$ cat src/rtl/uart_rxq_pkg.sv
package uart_rxq_pkg;

    typedef enum logic [1:0] {
        OCC_EMPTY   = 2'd0,
        OCC_PARTIAL = 2'd1,
        OCC_FULL    = 2'd2
    } occ_e;

    // Receive interrupt trigger level (fixed)
    localparam int unsigned TRIG_LEVEL = 1;
    // Bit set in a stored break entry
    localparam int unsigned BRK_BIT    = 10;
    // Lowest entry bit that belongs to the error nibble
    localparam int unsigned STAT_LSB   = 8;

endpackage

$ cat src/rtl/rxq_store.sv
module rxq_store #(
    parameter int unsigned ENTRY_W = 12,
    parameter int unsigned DEPTH   = 16,
    localparam int unsigned PTR_W  = $clog2(DEPTH)
) (
    input  logic               clk,
    input  logic               rst_n,
    input  logic               wr_en,
    input  logic [PTR_W-1:0]   wr_idx,
    input  logic [ENTRY_W-1:0] wr_data,
    input  logic [PTR_W-1:0]   rd_idx,
    output logic [ENTRY_W-1:0] rd_data
);

    logic [ENTRY_W-1:0] slot_q [DEPTH];

    for (genvar g = 0; g < DEPTH; g++) begin : g_slot
        always_ff @(posedge clk) begin
            if (!rst_n) begin
                slot_q[g] <= '0;
            end else if (wr_en && (wr_idx == PTR_W'(g))) begin
                slot_q[g] <= wr_data;
            end
        end
    end

    assign rd_data = slot_q[rd_idx];

endmodule

$ cat src/rtl/rxq_ctrl.sv
module rxq_ctrl
    import uart_rxq_pkg::*;
#(
    parameter int unsigned ENTRY_W = 12,
    parameter int unsigned DEPTH   = 16,
    localparam int unsigned PTR_W  = $clog2(DEPTH),
    localparam int unsigned CNT_W  = PTR_W + 1
) (
    input  logic               clk,
    input  logic               rst_n,
    input  logic               fifo_en,
    input  logic               push_valid,
    input  logic [ENTRY_W-1:0] push_data,
    input  logic               pop,
    input  logic               brk_evt,
    output logic               wr_en,
    output logic [PTR_W-1:0]   wr_idx,
    output logic [ENTRY_W-1:0] wr_data,
    output logic [PTR_W-1:0]   rd_idx,
    output logic               pop_any,
    output logic               brk_req,
    output logic               irq_set,
    output logic               irq_clr,
    output logic               full,
    output logic               empty,
    output logic               can_accept
);

    localparam logic [ENTRY_W-1:0] BRK_ENTRY = ENTRY_W'(1) << BRK_BIT;

    occ_e             occ_q, occ_d;
    logic [CNT_W-1:0] cnt_q, cnt_d, cnt_mid, lim;
    logic [PTR_W-1:0] rd_q, rd_d, rd_mid, mask;
    logic             mode_q, mode_chg, pop_take, push_req;

    // Pop is applied before push within a cycle
    always_comb begin
        mode_chg = (fifo_en != mode_q);
        lim      = mode_q ? CNT_W'(DEPTH) : CNT_W'(1);
        mask     = mode_q ? PTR_W'(DEPTH - 1) : '0;
        pop_take = !mode_chg && pop && (cnt_q != '0);
        pop_any  = !mode_chg && pop;
        cnt_mid  = cnt_q - CNT_W'(pop_take);
        rd_mid   = pop_take ? ((rd_q + PTR_W'(1)) & mask) : rd_q;
        brk_req  = !mode_chg && brk_evt && !mode_q;
        push_req = !mode_chg && (brk_req || push_valid);
        wr_en    = push_req && (cnt_mid < lim);
        wr_data  = brk_req ? BRK_ENTRY : push_data;
        wr_idx   = (rd_mid + cnt_mid[PTR_W-1:0]) & mask;
        irq_clr  = pop_any && (cnt_mid == CNT_W'(TRIG_LEVEL - 1));
        if (mode_chg) begin
            cnt_d = '0;
            rd_d  = '0;
        end else begin
            cnt_d = cnt_mid + CNT_W'(wr_en);
            rd_d  = rd_mid;
        end
        irq_set  = wr_en && (cnt_d == CNT_W'(TRIG_LEVEL));
    end

    // Occupancy state transitions
    always_comb begin
        occ_d = occ_q;
        unique case (occ_q)
            OCC_EMPTY: begin
                if (mode_chg)                occ_d = OCC_EMPTY;   // flush
                else if (cnt_d == lim)       occ_d = OCC_FULL;    // top-up
                else if (cnt_d != '0)        occ_d = OCC_PARTIAL; // fill
            end
            OCC_PARTIAL: begin
                if (mode_chg)                occ_d = OCC_EMPTY;   // flush
                else if (cnt_d == '0)        occ_d = OCC_EMPTY;   // drain
                else if (cnt_d == lim)       occ_d = OCC_FULL;    // top-up
            end
            OCC_FULL: begin
                if (mode_chg)                occ_d = OCC_EMPTY;   // flush
                else if (cnt_d == '0)        occ_d = OCC_EMPTY;   // drain
                else if (cnt_d != lim)       occ_d = OCC_PARTIAL; // release
            end
            default:                         occ_d = OCC_EMPTY;
        endcase
    end

    // State register
    always_ff @(posedge clk) begin
        if (!rst_n) begin
            occ_q  <= OCC_EMPTY;
            cnt_q  <= '0;
            rd_q   <= '0;
            mode_q <= 1'b0;
        end else begin
            occ_q  <= occ_d;
            cnt_q  <= cnt_d;
            rd_q   <= rd_d;
            mode_q <= fifo_en;
        end
    end

    // Outputs from state
    always_comb begin
        full       = (occ_q == OCC_FULL);
        empty      = (occ_q == OCC_EMPTY);
        can_accept = (occ_q != OCC_FULL);
        rd_idx     = rd_q;
    end

    AST_FLAGS_EXCL: assert property (@(posedge clk) disable iff (!rst_n)
        !(full && empty));
    AST_NO_OVERFLOW: assert property (@(posedge clk) disable iff (!rst_n)
        cnt_q <= lim);
    AST_SINGLE_SLOT: assert property (@(posedge clk) disable iff (!rst_n)
        !mode_q |-> (cnt_q <= CNT_W'(1)));
    AST_DROP_KEEPS: assert property (@(posedge clk) disable iff (!rst_n)
        (occ_q == OCC_FULL && push_valid && !pop && !mode_chg) |=> (occ_q == OCC_FULL));
    AST_FLUSH_EMPTY: assert property (@(posedge clk) disable iff (!rst_n)
        mode_chg |=> (empty && cnt_q == '0 && rd_q == '0));

endmodule

$ cat src/rtl/rxq_status.sv
module rxq_status
    import uart_rxq_pkg::*;
#(
    parameter int unsigned STAT_W = 4
) (
    input  logic              clk,
    input  logic              rst_n,
    input  logic              pop_any,
    input  logic [STAT_W-1:0] popped_hi,
    input  logic              status_clr,
    input  logic              brk_req,
    input  logic              irq_set,
    input  logic              irq_clr,
    output logic [7:0]        status_byte,
    output logic              rx_irq
);

    localparam int unsigned BRK_POS = BRK_BIT - STAT_LSB;

    logic [STAT_W-1:0] stat_q, stat_d;
    logic              irq_q, irq_d;

    always_comb begin
        stat_d = stat_q;
        if (status_clr) stat_d = '0;
        if (pop_any)    stat_d = popped_hi;
        if (brk_req)    stat_d[BRK_POS] = 1'b1;
        irq_d = irq_q;
        if (irq_clr)    irq_d = 1'b0;
        if (irq_set)    irq_d = 1'b1;
    end

    always_ff @(posedge clk) begin
        if (!rst_n) begin
            stat_q <= '0;
            irq_q  <= 1'b0;
        end else begin
            stat_q <= stat_d;
            irq_q  <= irq_d;
        end
    end

    assign status_byte = 8'(stat_q);
    assign rx_irq      = irq_q;

    AST_IRQ_SET: assert property (@(posedge clk) disable iff (!rst_n)
        irq_set |=> rx_irq);
    AST_STATUS_CLR: assert property (@(posedge clk) disable iff (!rst_n)
        (status_clr && !pop_any && !brk_req) |=> (status_byte == 8'h00));
    AST_BRK_FLAG: assert property (@(posedge clk) disable iff (!rst_n)
        brk_req |=> status_byte[BRK_POS]);

endmodule

$ cat src/rtl/uart_rx_fifo.sv
module uart_rx_fifo
    import uart_rxq_pkg::*;
#(
    parameter int unsigned ENTRY_W = 12,
    parameter int unsigned DEPTH   = 16,
    localparam int unsigned PTR_W  = $clog2(DEPTH),
    localparam int unsigned STAT_W = ENTRY_W - STAT_LSB
) (
    input  logic               clk,
    input  logic               rst_n,
    input  logic               fifo_en,
    input  logic               push_valid,
    input  logic [ENTRY_W-1:0] push_data,
    input  logic               pop,
    input  logic               status_clr,
    input  logic               brk_evt,
    output logic [ENTRY_W-1:0] pop_data,
    output logic [7:0]         status_byte,
    output logic               rx_full,
    output logic               rx_empty,
    output logic               can_accept,
    output logic               rx_irq
);

    logic               wr_en, pop_any, brk_req, irq_set, irq_clr;
    logic [PTR_W-1:0]   wr_idx, rd_idx;
    logic [ENTRY_W-1:0] wr_data, rd_data;

    rxq_ctrl #(.ENTRY_W(ENTRY_W), .DEPTH(DEPTH)) ctrl_i (
        .clk        (clk),
        .rst_n      (rst_n),
        .fifo_en    (fifo_en),
        .push_valid (push_valid),
        .push_data  (push_data),
        .pop        (pop),
        .brk_evt    (brk_evt),
        .wr_en      (wr_en),
        .wr_idx     (wr_idx),
        .wr_data    (wr_data),
        .rd_idx     (rd_idx),
        .pop_any    (pop_any),
        .brk_req    (brk_req),
        .irq_set    (irq_set),
        .irq_clr    (irq_clr),
        .full       (rx_full),
        .empty      (rx_empty),
        .can_accept (can_accept)
    );

    rxq_store #(.ENTRY_W(ENTRY_W), .DEPTH(DEPTH)) store_i (
        .clk     (clk),
        .rst_n   (rst_n),
        .wr_en   (wr_en),
        .wr_idx  (wr_idx),
        .wr_data (wr_data),
        .rd_idx  (rd_idx),
        .rd_data (rd_data)
    );

    rxq_status #(.STAT_W(STAT_W)) status_i (
        .clk         (clk),
        .rst_n       (rst_n),
        .pop_any     (pop_any),
        .popped_hi   (rd_data[ENTRY_W-1:STAT_LSB]),
        .status_clr  (status_clr),
        .brk_req     (brk_req),
        .irq_set     (irq_set),
        .irq_clr     (irq_clr),
        .status_byte (status_byte),
        .rx_irq      (rx_irq)
    );

    assign pop_data = rd_data;

endmodule

$ cat config.mk
export PLATFORM = sky130hd
export DESIGN_NAME = uart_rx_fifo
export DESIGN_NICKNAME = d
export VERILOG_FILES = /design/src/rtl/uart_rxq_pkg.sv /design/src/rtl/rxq_store.sv /design/src/rtl/rxq_ctrl.sv /design/src/rtl/rxq_status.sv /design/src/rtl/uart_rx_fifo.sv
export SDC_FILE = /design/constraint.sdc
export NUM_CORES = 1
export LEC_CHECK = 0
export BUFFER_PORTS_ARGS = -buffer_cell sky130_fd_sc_hd__buf_2
export CORE_ASPECT_RATIO = 1.1
export CORE_MARGIN = 3
export CORE_UTILIZATION = 40
export CTS_BUF_LIST = sky130_fd_sc_hd__clkbuf_4 sky130_fd_sc_hd__clkbuf_8 sky130_fd_sc_hd__clkbuf_16
export DETAILED_ROUTE_END_ITERATION = 16
export GPL_TIMING_DRIVEN = 0
export SLEW_MARGIN = 20
export SYNTH_ARGS = -nofsm -noshare
export SYNTH_HDL_FRONTEND = slang
export SYNTH_HIERARCHICAL = 1
export SYNTH_SLANG_ARGS = --single-unit
$ cat constraint.sdc
create_clock -name clk -period 5.5 [get_ports clk]
set_clock_uncertainty 0.05 [all_clocks]
set_input_delay 0.825 -clock clk [delete_from_list [all_inputs] [get_ports clk]]
set_output_delay 0.825 -clock clk [all_outputs]
set_load 0.01 [all_outputs]
# Yosys cells after proc, flatten, opt, wreduce, memory -nomap -nowiden
# Memory sizes are Yosys's and may differ from the RTL's. A register that Yosys moved wholly into a read port is not among the register bits.
# Cells that the tools add are included.
[totals]
ram_bits = 192
in_bits = 19
word_cells = 181
regBits = 17
out_inout_bits = 24
n_memories = 1
[op_classes]
n_lt_le_gt_ge = 1
n_addsub = 4
mux = 86
bitwise = 19
n_eq_ne = 25
n_reduce_logical = 38
[memory_table]
columns = ["memory", "depth", "word_bits", "read_ports", "rd_ports_with_merged_regs", "write_ports", "line_no", "text"]
rows = [
  ["store_i.slot_q", 16, 12, 1, 1, 16, "rxq_store.sv:15", "logic [ENTRY_W-1:0] slot_q [DEPTH];"],
]
[op_table]
columns = ["op", "count"]
rows = [
  ["two-way mux 12 bit", 17],
  ["two-way mux 1 bit", 52],
  ["equality test 4 bit, second input constant", 8],
  ["logical AND 1 bit", 24],
  ["two-way mux 4 bit", 5],
  ["two-way mux 2 bit", 9],
  ["equality test 4 x 3 -> 1 bit, second input constant", 4],
  ["OR 1 bit", 16],
  ["inequality test 4 x 1 -> 1 bit, second input constant", 3],
  ["zero test 5 bit", 2],
  ["two-way mux 5 bit", 2],
  ["nonzero test 5 bit", 2],
  ["bitwise AND 4 bit", 2],
  ["equality test 4 x 2 -> 1 bit, second input constant", 2],
  ["one-hot mux 2 bit (3 select lines)", 1],
  ["adder 5 x 1 -> 5 bit", 1],
  ["equality test 5 x 1 -> 1 bit, second input constant", 1],
  ["equality test 5 bit", 1],
  ["less-than comparator 5 bit", 1],
  ["inequality test 5 bit", 1],
  ["subtractor 5 x 1 -> 5 bit", 1],
  ["adder 4 x 1 -> 4 bit, second input constant", 1],
  ["adder 4 bit", 1],
  ["equality test 4 x 1 -> 1 bit, second input constant", 1],
  ["13 further kinds", 15],
]

# Logic depth before layout (Yosys ltp)
# Gate-level depths: netlist (run 1).
[logic_depth]
word_depth = 14
ltp_mapped = 20

# By module
# Netlist (run 1), hierarchy kept.
[by_module_without_submodules]
columns = ["module", "seq_area_each_um2", "area_per_inst_um2", "cells_per_inst", "instances"]
rows = [
  ["rxq_store", 5765.5, 8804.7, 561, 1],
  ["rxq_ctrl", 240.2, 1114.8, 134, 1],
  ["rxq_status", 100.1, 236.5, 24, 1],
]

# Least setup slack after synthesis (run 1)
# OpenSTA, ideal clock, no wires.
[synth_path]
path_kind = "input -> register"
startpoint = "in fifo_en"
endpoint = "reg status_i.irq_q (netlist: status_i/rx_irq)"
t_arrival_ns = 4.895
setup_slack_ns = 0.441
cell_stages = 18
n_path_buf = 0
t_required_ns = 5.335
path_cell_list = "xnor2_1 o211ai_4 inv_1 ha_1 ha_1 inv_1 nor3_1 xor2_1 ha_1 o41ai_1 ha_1 ha_1 nor2b_1 o41ai_2 xnor2_1 and3_1 and3_1 o21a_1"
[synth_via]
elab_chain_cells = 12
word_cells_on_any_way = 19
classes_between = "add/sub: 2; order compare: 1; eq/ne: 2; mux: 2; reduce/logical: 12"
[synth_rtl]
columns = ["item", "line_no", "text"]
rows = [
  ["start: declaration", "uart_rx_fifo.sv:11", "input logic fifo_en,"],
  ["inequality test 1 bit (*)", "rxq_ctrl.sv:38", "mode_chg = (fifo_en != mode_q);"],
  ["zero test 1 bit (*)", "rxq_ctrl.sv:41, rxq_ctrl.sv:45, rxq_ctrl.sv:46", ""],
  ["logical AND 1 bit, on equally long branches (2 in a row)", "rxq_ctrl.sv:41, rxq_ctrl.sv:45", ""],
  ["subtractor 5 x 1 -> 5 bit / logical OR 1 bit (equally long branches)", "rxq_ctrl.sv:43, rxq_ctrl.sv:46", ""],
  ["less-than comparator 5 bit / logical AND 1 bit (equally long branches)", "rxq_ctrl.sv:47, rxq_ctrl.sv:46", ""],
  ["logical AND 1 bit (*)", "rxq_ctrl.sv:47", "wr_en = push_req && (cnt_mid < lim);"],
  ["via wr_en", "uart_rx_fifo.sv:25", "logic wr_en, pop_any, brk_req, irq_set, irq_clr;"],
  ["adder 5 x 1 -> 5 bit", "rxq_ctrl.sv:55", "cnt_d = cnt_mid + CNT_W'(wr_en);"],
  ["two-way mux 5 bit", "rxq_ctrl.sv:51", "if (mode_chg) begin"],
  ["equality test 5 x 1 -> 1 bit", "rxq_ctrl.sv:58", "irq_set = wr_en && (cnt_d == CNT_W'(TRIG_LEVEL));"],
  ["logical AND 1 bit (*)", "rxq_ctrl.sv:58", ""],
  ["via irq_set", "uart_rx_fifo.sv:25", ""],
  ["two-way mux 1 bit / nonzero test 2 bit (equally long branches)", "-", ""],
  ["end signal: assignment", "rxq_status.sv:39", "irq_q <= irq_d;"],
  ["end: declaration", "rxq_status.sv:21", "logic irq_q, irq_d;"],
]
# Mark *: on every way through the listed nets, which the timed path passes. The rest lies on a longest branch.
# A chain may end at the register's enable or synchronous reset.

==> results of run 1 <==
[area by class of cell]
cell class	instances	area share
multi-input cells	448	0.328
inverters	12	0.00388
clock inverters	11	0.00690
flip-flops and latches	209	0.526
repair buffers	46	0.0236
plain buffers	53	0.0237
clock buffers	30	0.0541
well taps	310	0.0334
[logic make-up after synthesis]
logic type,after synthesis,share of synthesized area
buf+inv,65,0.0315
mux,50,0.115
fa+ha+maj,10,0.0131
flops,209,0.601
other cells,1,0.000369
simple gates,305,0.178
xor+xnor,11,0.0108
compound gates,68,0.0495
[registers in the layout, summed over array words and instances, names as in the netlist]
name             flops
ctrl_i/rd_idx        4
ctrl_i/occ_q         2
status_i/rx_irq      1
status_i/stat_q      4
ctrl_i/cnt_q         5
store_i/slot_q     192
ctrl_i/mode_q        1
[report_power, final]
part           leakage, nW  internal, mW  switching (mW)
registers             2.12          1.80          0.0191
clock network        0.350         0.850           0.595
logic                 1.86         0.108           0.185
total                 4.33          2.76           0.799
[worst reg2reg max path, delay by kind of cell (launching register included)]
| family | cells | cell delay [ps] |
|---|---|---|
| and+or+nand+nor | 3 | 1190 |
| AOI/OAI and AO/OA | 3 | 1170 |
| adders and majority gates | 3 | 830 |
| xor gates and xnor gates | 3 | 680 |
| DFF | 1 | 300 |
| buffers and inverters | 2 | 210 |
[stage by stage]
step | instances | setup TNS (ps)
2_1_floorplan | 722 | 0
3_3_place_gp | 1070 | -294910
3_5_place_dp | 1078 | 0
4_1_cts | 1119 | 0
5_1_grt | 1119 | 0
6_report | 1119 | 0
[synth_stat cells (2+ instances only)]
master | number | area share
or3b_1 | 5 | 0.0043
mux2i_1 | 2 | 0.0020
o21ai_0 | 15 | 0.0074
nand3b_1 | 3 | 0.0022
nand2b_1 | 7 | 0.0043
mux4_1 | 18 | 0.047
nand2_1 | 23 | 0.0085
xnor2_1 | 6 | 0.0052
a211o_1 | 2 | 0.0017
a21boi_2 | 2 | 0.0022
buf_12 | 2 | 0.0039
edfxtp_1 | 192 | 0.57
a21boi_1 | 2 | 0.0015
buf_2 | 5 | 0.0025
and3_1 | 4 | 0.0025
o21ai_1 | 5 | 0.0025
xor2_1 | 4 | 0.0034
nor2b_1 | 18 | 0.011
nor3_1 | 2 | 0.00099
buf_6 | 3 | 0.0033
ha_1 | 9 | 0.011
a22oi_1 | 25 | 0.018
buf_4 | 4 | 0.0030
and2_1 | 196 | 0.12
nand4_1 | 2 | 0.0012
inv_1 | 12 | 0.0044
nand4b_1 | 3 | 0.0026
mux4_2 | 30 | 0.067
clkbuf_1 | 39 | 0.014
nand3_1 | 4 | 0.0020
dfxtp_1 | 17 | 0.034
nor2_1 | 30 | 0.011
a21oi_1 | 5 | 0.0025
[path summary, 6_finish.rpt]
| check | startpoint | to | depth (start not counted) |
|---|---|---|---|
| max | fifo_en | store_i/slot_q[4][6]$_SDFFCE_PN0P_ | 15 |
| min | ctrl_i/occ_q[0]$_SDFFE_PN0P_ | ctrl_i/occ_q[0]$_SDFFE_PN0P_ | 1 |
| max reg2reg | ctrl_i/cnt_q[3]$_SDFF_PN0_ | store_i/slot_q[4][6]$_SDFFCE_PN0P_ | 14 |
| min reg2reg | ctrl_i/occ_q[0]$_SDFFE_PN0P_ | ctrl_i/occ_q[0]$_SDFFE_PN0P_ | 1 |
[layer usage]
metal  vias to the layer above  global-route usage  wire, µm
li1                       2784                   -         -
met1                      2955               0.250     10600
met2                       144               0.293     12000
met3                        34              0.0255      1110
met4                         0              0.0438       491
met5                         -                   0         0
==> metrics.md, run 1 <==
| Metric | Value |
|---|---|
| Post-synthesis cell area | `just over 10000 µm²` |
| H-Tree Level Count | `1` |
| Cts bufs inserted | `23` |
| F_max | `around 210 MHz` |
| Hold-fix buffers at CTS | `0` |
| Finished Core Util | `0.470` |
| Dpl cell area | `approximately 11000 µm²` |
| Post-CTS Setup Bufs | `0` |
| Fill cell count | `between 2000 and 2500` |
| I/O Pins | `43` |
| CTS max path bufs | `3` |
| Synth Warn # | `6` |
| Unrepaired setup endpoints after global routing | `no` |
| Worst Setup End Kind | `flip-flop` |
| Die area | `27300 µm²` |
| R2r setup slk | `690 ps` |
| Number of global-route vias before repair | `between 5000 and 6000` |
| Die height | `173 µm` |
| Crit start category | `primary input` |
| Number of flops mapped to enable cells by yosys | `192` |
| Hold WC Path Type | `reg2reg` |
| CTS tree | `yes` |
| Initial antenna violation count | `0` |
| Final net count | `822` |
| Post-route DRC violation count | `0` |
| HPWL after DPL | `16800 µm` |
| Arr. time, crit path | `4950 ps` |
| GR Overflow Total | `0` |
| Slew margin rel. | `0.429` |
| Flops & latches, synth | `209` |
| Vias per cell | `5.29` |
| Post_cts resized | `0` |
| Critical-path maximum fanout | `12` |
| Clock transition at path regs | `about 60 ps` |
| Measured slew at the worst slew-check pin | `~860 ps` |
| Antenna cells | `0` |
| Routed WL per cell | `21.7 µm` |
| Starting density of the core | `0.411` |
| Register area share after synthesis | `0.601` |
| Port bufs | `38` |
| WHS | `455 ps` |
| Die width | `~160 µm` |
| Most common cell after layout, fill and taps aside | `and2_1` |
| Top cell by count, worst path | `ha_1` |
| Post-route setup slack | `around 630 ps` |
| First-pass GRT wire length | `36500 µm` |
| Overall power | `3.55 mW` |
| Max incr delay on CP | `710 ps` |
| Post-route ant nets | `0` |
| Most frequent cells in the layout | `and2_1 (196), edfxtp_1 (192), buf_2 (44)` |
| Critical path, cell by cell | `buf_2, xnor2_1, o211ai_4, inv_1, ha_1, ha_1, inv_1, nor3_1, xor2_1, ha_1, a211o_1, o41ai_2, buf_2, or3b_1, o21ai_2` |
| Core Footprint | `24700 µm²` |
| Later-pin clock latency in the skew report | `roughly 500 ps` |
| Synth async-reset ratio | `0` |
| Clock root buffer | `clkbuf_16` |
| Kind of critical path | `in2reg` |
| Main flop type after synthesis | `edfxtp_1` |
| Final worst-path cycle share | `0.885` |
| Storage cell area | `6110 µm²` |
| Area of the multi-input gates | `roughly 3800 µm²` |
| Drt pass-1 iters | `5` |
| Worst-path cell with the longest stage delay | `o21ai_2` |
| Worst vdd ir | `0.000168 V` |
| DRT iter0 DRCs | `483` |
| Setup-failing EPs final | `0` |
| Fin. max-slew vios | `0` |
| Worst path required time | `roughly 5600 ps` |
| Layout cells sized above 1 | `0.188` |
| Final Hold Vio Count | `0` |
| Synth unique cells | `56` |
| PwrDens | `306 nW/µm²` |
| Synth Area per Inst | `14.1 µm²` |
| Post-layout minimum cycle time | `4870 ps` |
| Final instance area | `11600 µm²` |
| RD Place Congestion | `0.778` |
| Tot GR Track Use | `0.178` |
| Pleak | `between 4 and 5 nW` |
| Placement Setup Slack | `90.0 ps` |
| Via count | `~5900` |
| Clock sink count | `209` |
| Max_cap viols | `0` |
| Outcome | `complete, no violations` |
| Crit path buf inv count | `4` |
| Post-Syn Instances | `roughly 720` |
| Synth-to-layout area growth | `14.3%` |
| Row cnt | `60` |
| Largest net degree at the start of global routing | `14` |
| Cell family with most CP delay | `compound AO/OA/AOI/OAI gates` |
| WL final | `24300 µm` |
(Power assumes the default switching activity.)
==> run 2: changes to the inputs <==
--- a/config.mk
+++ b/config.mk
@@ -8,8 +8,9 @@
 export BUFFER_PORTS_ARGS = -buffer_cell sky130_fd_sc_hd__buf_2
 export CORE_ASPECT_RATIO = 1.1
 export CORE_MARGIN = 3
-export CORE_UTILIZATION = 40
+export CORE_UTILIZATION = 45
 export CTS_BUF_LIST = sky130_fd_sc_hd__clkbuf_4 sky130_fd_sc_hd__clkbuf_8 sky130_fd_sc_hd__clkbuf_16
+export CTS_CLUSTER_DIAMETER = 100
 export DETAILED_ROUTE_END_ITERATION = 16
 export GPL_TIMING_DRIVEN = 0
 export SLEW_MARGIN = 20
==> run 2 against run 1 <==
Net effect: non-clock buffer count is 4 higher; critical path type unchanged; worst hold slack worse by 4.2 ps; highest routed layer unchanged; sequential share of layout area about the same; maximum frequency fell by 2.2%; utilization increased by 5.5 points; setup slack lost 110 ps; flip-flop and latch count is the same; critical path depth shrank 1; clock power decreased by 3%; first-iteration DRC count rose by 3.5%; design area about the same; routed wire length hardly changed.
==> metrics.md, run 2 (synthesized netlist as in run 1, its figures left out) <==
| Metric | Value |
|---|---|
| RD Place Congestion | `0.849 (was 0.778)` |
| Layout cells sized above 1 | `0.187 (was 0.188)` |
| Post-route DRC violation count | `0 (unchanged)` |
| Drt pass-1 iters | `5 (unchanged)` |
| Max reg flops | `192 (unchanged)` |
| Final Hold Vio Count | `0 (unchanged)` |
| HPWL after DPL | `16900 µm (was 16800 µm)` |
| Fin. max-slew vios | `0 (unchanged)` |
| WHS | `451 ps (was 455 ps)` |
| DR WL met2 | `12200 µm (was 12000 µm)` |
| Critical-path maximum fanout | `12 (unchanged)` |
| Total negative setup slack | `0 ps (unchanged)` |
| Post_cts resized | `0 (unchanged)` |
| Die height | `164 µm (was 173 µm)` |
| Critical path, cell by cell | `buf_2, xnor2_1, o211ai_4, inv_1, ha_1, ha_1, xor2_1, ha_1, a21oi_1, xor2_1, xnor2_1, nor2_1, or3b_1, o21ai_2 (was buf_2, xnor2_1, o211ai_4, inv_1, ha_1, ha_1, inv_1, nor3_1, xor2_1, ha_1, a211o_1, o41ai_2, buf_2, or3b_1, o21ai_2)` |
| Unrepaired setup endpoints after global routing | `no (unchanged)` |
| Biggest regs | `store_i/slot_q: 192 flops, ctrl_i/cnt_q: 5 flops (unchanged)` |
| Worst path required time | `5570 ps (was 5580 ps)` |
| Worst-path cell with the longest stage delay | `o21ai_2 (unchanged)` |
| CTS max path bufs | `3 (unchanged)` |
| Placement Setup Slack | `23.1 ps (was 90.0 ps)` |
| Starting density of the core | `0.459 (was 0.411)` |
| Final std cells w/o fill | `1107 (was 1119)` |
| Metal3 WL | `1520 µm (was 1110 µm)` |
| Overall power | `3.53 mW (was 3.55 mW)` |
| Final instance area | `11600 µm² (about the same)` |
| Final net count | `826 (was 822)` |
| Initial antenna violation count | `0 (unchanged)` |
| DRT iter0 DRCs | `500 (was 483)` |
| Worst Setup End Kind | `flip-flop (unchanged)` |
| Clock root buffer | `clkbuf_16 (unchanged)` |
| Post-CTS Setup Bufs | `0 (unchanged)` |
| Port bufs | `38 (unchanged)` |
| I/O Pins | `43 (unchanged)` |
| Dpl cell area | `10900 µm² (about the same)` |
| Measured slew at the worst slew-check pin | `844 ps (was 856 ps)` |
| F_max | `201 MHz (was 205 MHz)` |
| Most common cell after layout, fill and taps aside | `and2_1 (unchanged)` |
| Tot GR Track Use | `0.201 (was 0.178)` |
| Largest net degree at the start of global routing | `14 (unchanged)` |
| Vias per cell | `5.47 (was 5.29)` |
| Hold WC Path Type | `reg2reg (unchanged)` |
| Number of global-route vias before repair | `6148 (was 5972)` |
| Outcome | `complete, no violations (unchanged)` |
| Max_cap viols | `0 (unchanged)` |
| Top reg by flops | `store_i/slot_q (unchanged)` |
| Core Footprint | `22100 µm² (was 24700 µm²)` |
| Most frequent cells in the layout | `and2_1 (196), edfxtp_1 (192), buf_2 (44) (unchanged)` |
| Row cnt | `57 (was 60)` |
| Arr. time, crit path | `5050 ps (was 4950 ps)` |
| H-Tree Level Count | `1 (unchanged)` |
| Slew margin rel. | `0.437 (was 0.429)` |
| WL final | `24300 µm (about the same)` |
| Post-route ant nets | `0 (unchanged)` |
| Routed WL per cell | `21.9 µm (was 21.7 µm)` |
| Worst vdd ir | `0.000220 V (was 0.000168 V)` |
| M1 WL | `10000 µm (was 10600 µm)` |
| Setup-failing EPs final | `0 (unchanged)` |
| Synth-to-layout area growth | `14.3% (about the same)` |
| Top layer reached by signal wires | `met4 (unchanged)` |
| Pleak | `4.35 nW (was 4.33 nW)` |
| CTS tree | `yes (unchanged)` |
| Placed Cells | `1067 (was 1078)` |
| Antenna cells | `0 (unchanged)` |
| Die width | `149 µm (was 158 µm)` |
| Cts bufs inserted | `23 (unchanged)` |
| Die area | `24400 µm² (was 27300 µm²)` |
| Post-route setup slack | `519 ps (was 630 ps)` |
| GR Overflow Total | `0 (unchanged)` |
| Post-layout minimum cycle time | `4980 ps (was 4870 ps)` |
| PwrDens | `304 nW/µm² (was 306 nW/µm²)` |
| Via count | `6055 (was 5917)` |
| Top cell by count, worst path | `ha_1 (unchanged)` |
| Finished Core Util | `0.525 (was 0.470)` |
| Final worst-path cycle share | `0.906 (was 0.885)` |
| Later-pin clock latency in the skew report | `500 ps (about the same)` |
| Hold-fix buffers at CTS | `0 (unchanged)` |
| Kind of critical path | `in2reg (unchanged)` |
| Clock sink count | `209 (unchanged)` |
| First-pass GRT wire length | `36400 µm (was 36500 µm)` |
| Max incr delay on CP | `700 ps (was 710 ps)` |
| Crit start category | `primary input (unchanged)` |
| Clock transition at path regs | `60 ps (about the same)` |
[run 2: changes by cell type in the layout (fill, tap and decap cells not counted)]
cell	before	now
clkbuf_4	7	3
clkinv_2	2	4
buf_6	10	14
clkinvlp_4	1	0
clkinv_1	5	8
clkinvlp_2	1	0
[run 2: critical path: cells and delay by family]
kind | cells | cell delay [ps]
and+or+nand+nor | 2 | 680
AOI/OAI and AO/OA | 3 | 1090
xor gates and xnor gates | 4 | 1350
buffers and inverters | 2 | 240
adders and majority gates | 3 | 840
[run 2: final cells by class]
| cell class | count | area (µm²) |
|---|---|---|
| Sequential cell | 209 | 6110 |
| Clock inverter | 14 | 88.8 |
| Inverter | 12 | 45.0 |
| Clock buffer | 26 | 598 |
| Timing Repair Buffer | 50 | 319 |
| Tap cell | 295 | 369 |
| Multi-Input combinational cell | 448 | 3810 |
| Buffer | 53 | 275 |
| Fill cell | 1875 | 10500 |
[run 2: final timing paths]
check / startpoint / end / slack (ps) / cells past startpoint
hold / removal: ctrl_i/occ_q[0]$_SDFFE_PN0P_ / ctrl_i/occ_q[0]$_SDFFE_PN0P_ / 450 / 1
setup / recovery: fifo_en / store_i/slot_q[2][6]$_SDFFCE_PN0P_ / 520 / 14
hold reg to reg: ctrl_i/occ_q[0]$_SDFFE_PN0P_ / ctrl_i/occ_q[0]$_SDFFE_PN0P_ / 450 / 1
setup reg to reg: ctrl_i/cnt_q[3]$_SDFF_PN0_ / store_i/slot_q[2][6]$_SDFFCE_PN0P_ / 570 / 14
[run 2: report_power, final]
group	total (mW)	switching [mW]	internal (mW)
registers	1.82	0.0193	1.80
clock network	1.41	0.593	0.821
logic	0.298	0.187	0.110
total	3.53	0.799	2.73
[run 2: per-layer routing]
metal,track usage,up-vias
met3,0.0286,32
met4,0.0537,0
met1,0.274,3039
met2,0.340,194
li1,-,2790
met5,0,-
